File: src/rtl/tribus_pkg.sv
package tribus_pkg;
    localparam int DATA_W  = 32;
    localparam int REG_CNT = 8;
    localparam int STEP    = 4;

    typedef enum logic [2:0] {
        FN_ADD    = 3'd0,
        FN_SUB    = 3'd1,
        FN_AND    = 3'd2,
        FN_OR     = 3'd3,
        FN_XOR    = 3'd4,
        FN_PASS_A = 3'd5,
        FN_PASS_B = 3'd6,
        FN_RSVD   = 3'd7
    } alu_fn_t;
endpackage

File: src/rtl/tribus_regfile.sv
module tribus_regfile #(
    parameter int WIDTH = tribus_pkg::DATA_W,
    parameter int NREG  = tribus_pkg::REG_CNT,
    localparam int AW   = $clog2(NREG)
) (
    input  logic             clk,
    input  logic             rst_n,
    input  logic [AW-1:0]    rd_a_sel,
    input  logic [AW-1:0]    rd_b_sel,
    input  logic [AW-1:0]    wr_sel,
    input  logic             wr_en,
    input  logic [WIDTH-1:0] wr_data,
    output logic [WIDTH-1:0] rd_a,
    output logic [WIDTH-1:0] rd_b
);
    typedef struct packed {
        logic [NREG-1:0][WIDTH-1:0] regs;
    } rf_state_t;

    rf_state_t st_d, st_q;

    always_comb begin
        st_d = st_q;
        for (int i = 0; i < NREG; i++) begin
            if (wr_en && (wr_sel == AW'(i))) begin
                st_d.regs[i] = wr_data;
            end
        end
    end

    always_ff @(posedge clk or negedge rst_n) begin
        if (!rst_n) begin
            st_q <= '0;
        end else begin
            st_q <= st_d;
        end
    end

    // reads come from the registered state, so a same-cycle write is not seen
    assign rd_a = st_q.regs[rd_a_sel];
    assign rd_b = st_q.regs[rd_b_sel];

    for (genvar g = 0; g < NREG; g++) begin : g_reg_chk

        reg_write_chk: assert property (@(posedge clk) disable iff (!rst_n)
            (wr_en && wr_sel == AW'(g)) |=> (st_q.regs[g] == $past(wr_data)));

        reg_hold_chk: assert property (@(posedge clk) disable iff (!rst_n)
            !(wr_en && wr_sel == AW'(g)) |=> $stable(st_q.regs[g]));
    end
endmodule

File: src/rtl/tribus_alu.sv
module tribus_alu
    import tribus_pkg::*;
#(
    parameter int WIDTH = tribus_pkg::DATA_W
) (
    input  logic [WIDTH-1:0] op_a,
    input  logic [WIDTH-1:0] op_b,
    input  logic [2:0]       fn,
    output logic [WIDTH-1:0] result
);
    alu_fn_t fn_e;
    assign fn_e = alu_fn_t'(fn);

    always_comb begin
        unique case (fn_e)
            FN_ADD:    result = op_a + op_b;
            FN_SUB:    result = op_a - op_b;
            FN_AND:    result = op_a & op_b;
            FN_OR:     result = op_a | op_b;
            FN_XOR:    result = op_a ^ op_b;
            FN_PASS_A: result = op_a;
            FN_PASS_B: result = op_b;
            default:   result = '0;
        endcase
    end


    always_comb begin
        if (fn_e == FN_SUB) begin
            sub_inverse_chk: assert (result + op_b == op_a);
        end
    end
endmodule

File: src/rtl/tribus_pc_unit.sv
module tribus_pc_unit #(
    parameter int WIDTH = tribus_pkg::DATA_W,
    parameter int STEP  = tribus_pkg::STEP
) (
    input  logic             clk,
    input  logic             rst_n,
    input  logic             pc_we,
    input  logic             pc_src,
    input  logic [WIDTH-1:0] load_val,
    output logic [WIDTH-1:0] pc
);
    typedef struct packed {
        logic [WIDTH-1:0] pc;
    } pc_state_t;

    pc_state_t        st_d, st_q;
    logic [WIDTH-1:0] inc_val;

    assign inc_val = st_q.pc + WIDTH'(STEP);

    always_comb begin
        st_d = st_q;
        if (pc_we) begin
            st_d.pc = pc_src ? load_val : inc_val;
        end
    end

    always_ff @(posedge clk or negedge rst_n) begin
        if (!rst_n) begin
            st_q <= '0;
        end else begin
            st_q <= st_d;
        end
    end

    assign pc = st_q.pc;


    pc_step_chk: assert property (@(posedge clk) disable iff (!rst_n)
        (pc_we && !pc_src) |=> (st_q.pc - $past(st_q.pc) == WIDTH'(STEP)));

    pc_load_chk: assert property (@(posedge clk) disable iff (!rst_n)
        (pc_we && pc_src) |=> (st_q.pc == $past(load_val)));

    pc_hold_chk: assert property (@(posedge clk) disable iff (!rst_n)
        !pc_we |=> $stable(st_q.pc));
endmodule

File: src/rtl/tribus_datapath.sv
module tribus_datapath
    import tribus_pkg::*;
#(
    parameter int WIDTH = tribus_pkg::DATA_W,
    parameter int NREG  = tribus_pkg::REG_CNT,
    parameter int STEP  = tribus_pkg::STEP,
    localparam int AW   = $clog2(NREG)
) (
    input  logic             clk,
    input  logic             rst_n,
    input  logic [AW-1:0]    rd_a_sel,
    input  logic [AW-1:0]    rd_b_sel,
    input  logic [AW-1:0]    wr_sel,
    input  logic             wr_en,
    input  logic [2:0]       alu_fn,
    input  logic             b_src,
    input  logic             pc_src,
    input  logic             pc_we,
    output logic [WIDTH-1:0] bus_a,
    output logic [WIDTH-1:0] bus_b,
    output logic [WIDTH-1:0] bus_c,
    output logic [WIDTH-1:0] pc
);
    logic [WIDTH-1:0] alu_b;

    tribus_regfile #(.WIDTH(WIDTH), .NREG(NREG)) u_regfile (
        .clk      (clk),
        .rst_n    (rst_n),
        .rd_a_sel (rd_a_sel),
        .rd_b_sel (rd_b_sel),
        .wr_sel   (wr_sel),
        .wr_en    (wr_en),
        .wr_data  (bus_c),
        .rd_a     (bus_a),
        .rd_b     (bus_b)
    );

    // operand mux: fixed step replaces the bus B value
    assign alu_b = b_src ? WIDTH'(STEP) : bus_b;

    tribus_alu #(.WIDTH(WIDTH)) u_alu (
        .op_a   (bus_a),
        .op_b   (alu_b),
        .fn     (alu_fn),
        .result (bus_c)
    );

    tribus_pc_unit #(.WIDTH(WIDTH), .STEP(STEP)) u_pc (
        .clk      (clk),
        .rst_n    (rst_n),
        .pc_we    (pc_we),
        .pc_src   (pc_src),
        .load_val (bus_c),
        .pc       (pc)
    );


    always_comb begin
        if (rst_n && b_src && alu_fn == FN_ADD) begin
            step_const_chk: assert (bus_c - bus_a == WIDTH'(STEP));
        end
    end
endmodule

File: config.mk
export PLATFORM = sky130hd
export DESIGN_NAME = tribus_datapath
export DESIGN_NICKNAME = d
export VERILOG_FILES = /design/src/rtl/tribus_pkg.sv /design/src/rtl/tribus_regfile.sv /design/src/rtl/tribus_alu.sv /design/src/rtl/tribus_pc_unit.sv /design/src/rtl/tribus_datapath.sv
export SDC_FILE = /design/constraint.sdc
export NUM_CORES = 1
export LEC_CHECK = 0
export ABC_CLOCK_PERIOD_IN_PS = 6350
export CAP_MARGIN = 5
export CORE_MARGIN = 1.5
export CORE_UTILIZATION = 40
export CTS_CLUSTER_DIAMETER = 50
export DETAILED_ROUTE_END_ITERATION = 8
export PLACE_DENSITY = 0.71
export SLEW_MARGIN = 0
export SYNTH_ARGS = -nofsm -noshare
export SYNTH_HDL_FRONTEND = slang
export SYNTH_HIERARCHICAL = 1
export SYNTH_SLANG_ARGS = --single-unit
File: constraint.sdc
create_clock -name clk -period 6.35 [get_ports clk]
set_input_delay 0.9525 -clock clk [delete_from_list [all_inputs] [get_ports clk]]
set_output_delay 0.9525 -clock clk [all_outputs]
set_load 0.02 [all_outputs]
After elaboration in Yosys (flattened, before gate mapping):

Index checks and enable logic that the tools add are counted.

* register bits after elaboration: 288
* logic and storage cells: 47

* add/subtract/negate cells: 3
* magnitude comparators: 2
* equality and inequality tests: 13
* multiplexer cells: 7
* bitwise gates (word level): 3
* reductions and logical operators: 10

Operators by type and width (count)
* one-hot mux 32 bit (7 select lines): 1
* binary-select mux 32 bit (select 3 bit): 2
* two-way mux 32 bit: 4
* adder 32 x 3 -> 32 bit (second input constant): 1
* adder 32 bit: 1
* AND 32 bit: 1
* OR 32 bit: 1
* subtractor 32 bit: 1
* XOR 32 bit: 1
* == test 3 bit (second input constant): 7
* == test 3 x 2 -> 1 bit (second input constant): 4
* logical AND 1 bit: 8
* less-than comparator 3 x 4 -> 1 bit (second input constant): 2
* == test 3 x 1 -> 1 bit (second input constant): 2
* zero test 3 bit: 2

Logic depth before layout (Yosys ltp):

* word-level depth: 6
* mapped depth: 24
* depth with buffers taken out: 22

By module:

Netlist, hierarchy kept.

Modules (own cells, without submodules)
* tribus_regfile: instances 1, cells an instance 779, area an instance 13720.7 um^2
* tribus_alu: instances 1, cells an instance 692, area an instance 4672.0 um^2
* tribus_pc_unit: instances 1, cells an instance 249, area an instance 2090.8 um^2
* tribus_datapath: instances 1, cells an instance 35, area an instance 221.5 um^2

Least setup slack after synthesis:

No wires, ideal clock.

* kind: input -> output
* from: input port rd_b_sel[0]
* to: output port bus_c[23]
* arrival: 6.295 ns
* data required time: 5.398 ns
* slack: -0.898 ns
* stages: 18
* buffers on the path: 2
* cells stage by stage: buf_6 buf_6 mux4_1 mux2_2 or2_1 nor2_1 nand3_1 nor4_1 a21oi_1 xnor2_1 ha_1 a21oi_1 nand2_1 o31ai_1 o31ai_2 a311oi_1 xor2_1 a221oi_1

* longest elaborated chain between the ends: 5

RTL lines
* start, declared: RTL line tribus_datapath.sv:12 `input logic [AW-1:0] rd_b_sel,`
* binary-select mux 32 bit (select 3 bit) (*): RTL line tribus_regfile.sv:41 `assign rd_b = st_q.regs[rd_b_sel];`
* two-way mux 32 bit (not written as such) (*): RTL line tribus_regfile.sv:41
* via bus_b[2]: RTL line tribus_datapath.sv:20 `output logic [WIDTH-1:0] bus_b,`
* two-way mux 32 bit (*): RTL line tribus_datapath.sv:39 `assign alu_b = b_src ? WIDTH'(STEP) : bus_b;`
* via alu_b[2]: RTL line tribus_datapath.sv:24 `logic [WIDTH-1:0] alu_b;`
* subtractor 32 bit or adder 32 bit (tied branches): RTL line tribus_alu.sv:17, tribus_alu.sv:16
* one-hot mux 32 bit (7 select lines) (*): RTL line tribus_alu.sv:15 `unique case (fn_e)`
* end, declared: RTL line tribus_datapath.sv:21 `output logic [WIDTH-1:0] bus_c,`

Mark *: on every way through the listed nets, which the timed path passes. The rest lies on a longest branch. The select of a mux whose other input is x is not followed.

Final worst setup path:

* from: input port rd_b_sel[0]
* to: output port bus_c[30]

* longest elaborated chain between the ends: 5

RTL lines (RTL line)
* binary-select mux 32 bit (select 3 bit) (*): tribus_regfile.sv:41
* two-way mux 32 bit (not written as such) (*): tribus_regfile.sv:41
* two-way mux 32 bit (*): tribus_datapath.sv:39
* via alu_b[12]: tribus_datapath.sv:24
* subtractor 32 bit or adder 32 bit (tied branches): tribus_alu.sv:17, tribus_alu.sv:16
* one-hot mux 32 bit (7 select lines) (*): tribus_alu.sv:15

Marks and branches as above.

==> out/qor.csv <==
stage;metric;value;unit
timing;Max-slew headroom;28.8;%
placement;Place WS;-941;ps
clocking;Hold Buf Count CTS;0;
power_and_ir_drop;Sequential Power Share;24.5;%
floorplan;I/O pin count;146;
timing;fin crit share;103;%
outcome;status;finished, violations left;
layout;Nets;2292;
layout;Syn-to-layout area delta;32.5;%
logic_synthesis;EDFF count, synth;0;
drt;WL per Instance;24.3;µm
placement;Port Buffers;145;
logic_synthesis;Syn. warnings;6;
timing;Sum Neg Setup Slack;-772;ps
power_and_ir_drop;pwr/cell area;475;nW/µm²
timing;unrepaired setup endpoints after global routing;true;
floorplan;CORE AREA;51200;µm²
layout;most common cell after layout, fill and taps aside;buf_4;
layout;Layout Utilization;53.6;%
logic_synthesis;largest family of logic cells by synthesized area;multiplexers;
setup_path;CP required;5400;ps
global_routing;first-pass GRT wire length;108000;µm
clocking;H-tree lvl count;2;
power_and_ir_drop;Pwr Total;0.0130;W
power_and_ir_drop;maximum VDD drop;0.000334;V
layout;fraction of final layout cells sized beyond drive strength 1;44.4;%
placement;DP Cell Count;2763;
drt;drt drc;0;
floorplan;DIE AREA;53100;µm²
logic_synthesis;Syn Area/Cell;11.8;µm²
setup_path;crit path kind;input pin to primary output;
timing;final worst slack;-186;ps
global_routing;GR Util All Layers;26.4;%
logic_synthesis;post-synthesis mux area share;34.0;%
logic_synthesis;post-synthesis compound-gate area fraction;9.95;%
logic_synthesis;Mapped Cells;1755;
logic_synthesis;sequential area share after synthesis;34.8;%
global_routing;vias in the first global route;17987;
hold_path;Hold Crit Class;input pin to async pin;
placement;Final Wtd Congestion;0.915;
logic_synthesis;post-synthesis simple-gate area fraction;8.32;%
global_routing;largest net degree at the start of global routing;176;
clocking;CTS Root Cell;clkbuf_16;
outcome;violated checks;setup timing;
setup_path;Slowest Stage Delay on Critical Path;530;ps
floorplan;die width;231;µm
drt;Final ANT Viol Nets;0;
setup_path;Setup crit start kind;input pin;
setup_path;CP Max Fanout;8;
floorplan;Vert. Die Dim;231;µm
clocking;maximum root-to-sink buffer count;3;
timing;worst slew pin tran;1070;ps
logic_synthesis;area of the mapped netlist;20700;µm²
timing;Layout Skew;13.2;ps
setup_path;Worst path slowest cell;or4_4;
clocking;Num CTS Buffers;39;
floorplan;Starting Density;40.4;%
layout;Post-Layout Cell Count;2883;
clocking;CTS tree;built;
logic_synthesis;Post-Synth XOR/XNOR Area;2.28;%
power_and_ir_drop;Sw Share;39.6;%
timing;fin crit period;6540;ps
timing;Final Max Tran Viols;0;
global_routing;initial antenna violation count;5;
drt;vias per cell;6.04;
drt;Iter 0 DRT Violations;1338;
drt;drt first pass iters;5;
clocking;Sinks on Clock Net;288;
power_and_ir_drop;combinational group share of total power;59.0;%
floorplan;Core Rows;83;
setup_path;CP Cell Sequence;buf_16, buf_12, mux4_2, mux2_4, nor2b_4, or4_4, or3_4, nor2_4, nor2_1, xnor2_1, ha_1, a21o_1, o21bai_2, a21oi_2, o221ai_2, a21oi_2, buf_4, o21ai_1, xnor2_1, o221ai_2, buf_4;
logic_synthesis;ys async rst share;100;%
timing;final setup violation count;8;
setup_path;Setup crit end kind;primary output;
clocking;clock slew seen by the registers of the worst setup and hold paths;60;ps
logic_synthesis;syn_nets;1871;
clocking;clock latency on the worst-skew pair;560;ps
drt;total wire length;70000;µm
setup_path;Worst Path Arrival;5580;ps
drt;detailed-route via count;17409;
run;number of max-cap violations;0;
logic_synthesis;adder-cell share of the synthesized area;5.96;%
logic_synthesis;synth unique cells;89;
timing;Max Fclk;0.153;GHz
timing;Hold Fails Final Rpt;0;
power_and_ir_drop;clock share of power;16.4;%
global_routing;global route total overflow;0;
layout;most frequent cells in the layout;buf_4, mux2_2, dfrtp_1;
placement;Post-DP HPWL;47800;µm
logic_synthesis;top_reg_cell synth;dfrtp_1;
logic_synthesis;synthesized flop and latch total;288;
power_and_ir_drop;leakage;12.3;nW
power_and_ir_drop;Int Pwr;0.00786;W
power_and_ir_drop;P_sw;0.00516;W
==> sequential cells by signal, indices dropped and copies added (netlist names) <==
register,flops
u_pc/pc,32
u_regfile/st_q,256
==> final cells by class <==
class	instances	area, µm²
flip-flops and latches	288	7210
well taps	680	851
multi-input cells	1272	13500
repair buffers	495	4360
diodes	1	2.50
clock buffers	51	1080
inverters	80	300
fillers	4240	23800
clock inverters	16	169
==> stage by stage <==
| step | hold WS (ps) | instance area (µm²) |
|---|---|---|
| after CTS | 477 | 27000 |
| after floorplan | 464 | 20900 |
| final | 405 | 27400 |
| after global routing | 507 | 27400 |
| after detailed placement | 470 | 24900 |
| after global placement | 466 | 24900 |
==> cells by family after synthesis <==
kind of cell,Yosys count
simple gates,327
buf+inv,195
mux,471
xor+xnor,53
flops,288
compound gates,323
fa+ha+maj,98
==> worst paths after layout <==
check	start	endpoint	slack, ps	cells after the start
min in group clk	u_pc/pc[1]$_DFFE_PN0P_	u_pc/pc[1]$_DFFE_PN0P_	490	2
hold reg to reg	u_pc/pc[1]$_DFFE_PN0P_	u_pc/pc[1]$_DFFE_PN0P_	490	2
hold / removal	rst_n	u_regfile/st_q[98]$_DFFE_PN0P_	410	1
setup / recovery	rd_b_sel[0]	bus_c[30]	-190	21
setup reg to reg	u_regfile/st_q[174]$_DFFE_PN0P_	u_pc/pc[30]$_DFFE_PN0P_	1070	22
max in group asynchronous	rst_n	u_regfile/st_q[18]$_DFFE_PN0P_	4410	2
==> power groups by stage <==
stage	combinational [W]	clock (W)	sequential (W)
5_1_grt	0.00820	0.00224	0.00330
2_1_floorplan	0.00389	0	0.00304
3_5_place_dp	0.00682	0	0.00318
4_1_cts	0.00728	0.00218	0.00316
6_report	0.00769	0.00214	0.00320
3_3_place_gp	0.00667	0	0.00310
==> timing repair <==
item,CTS,global route
pin swaps,49,39
setup endpoints to repair,25,26
hold endpoints to repair,0,0
buffers inserted,39,16
cloned,4,0
gates resized for setup,206,99
==> synthesized netlist by cell type, types with 23 or more instances <==
cell      instances  area [µm²]
ha_1             97        1210
nor2b_1          38         238
nand3_1          29         145
xnor2_1          43         377
dfrtp_1         288        7210
o21ai_0          81         405
clkbuf_1         38         143
a211oi_1         23         173
nand2_1          89         334
a21oi_1          97         485
inv_1            79         297
buf_2            25         125
nor2_1           83         312
mux2_2          321        3610
mux4_2           48        1080
mux4_1           80        2100
==> routing by layer <==
layer  GRT usage [%]  vias up  routed length, µm  share of wire, %
met5               0        -                 36             0.051
met4            11.9        6               3320               4.7
met3            3.77      191               4650               6.6
met2            43.4      750              33200                47
met1            34.5     8914              28800                41
li1                -     7548                  -                 -
==> worst max-delay path, delay by kind of cell <==
family	cells	cell delay, ps
AO/OA/AOI/OAI	7	1250
AND/OR/NAND/NOR	5	1220
multiplexers	2	800
buffers and inverters	4	670
XOR/XNOR	2	360
adder cells (fa/ha/maj)	1	310
No activity file was read; power rests on OpenSTA's default activity.
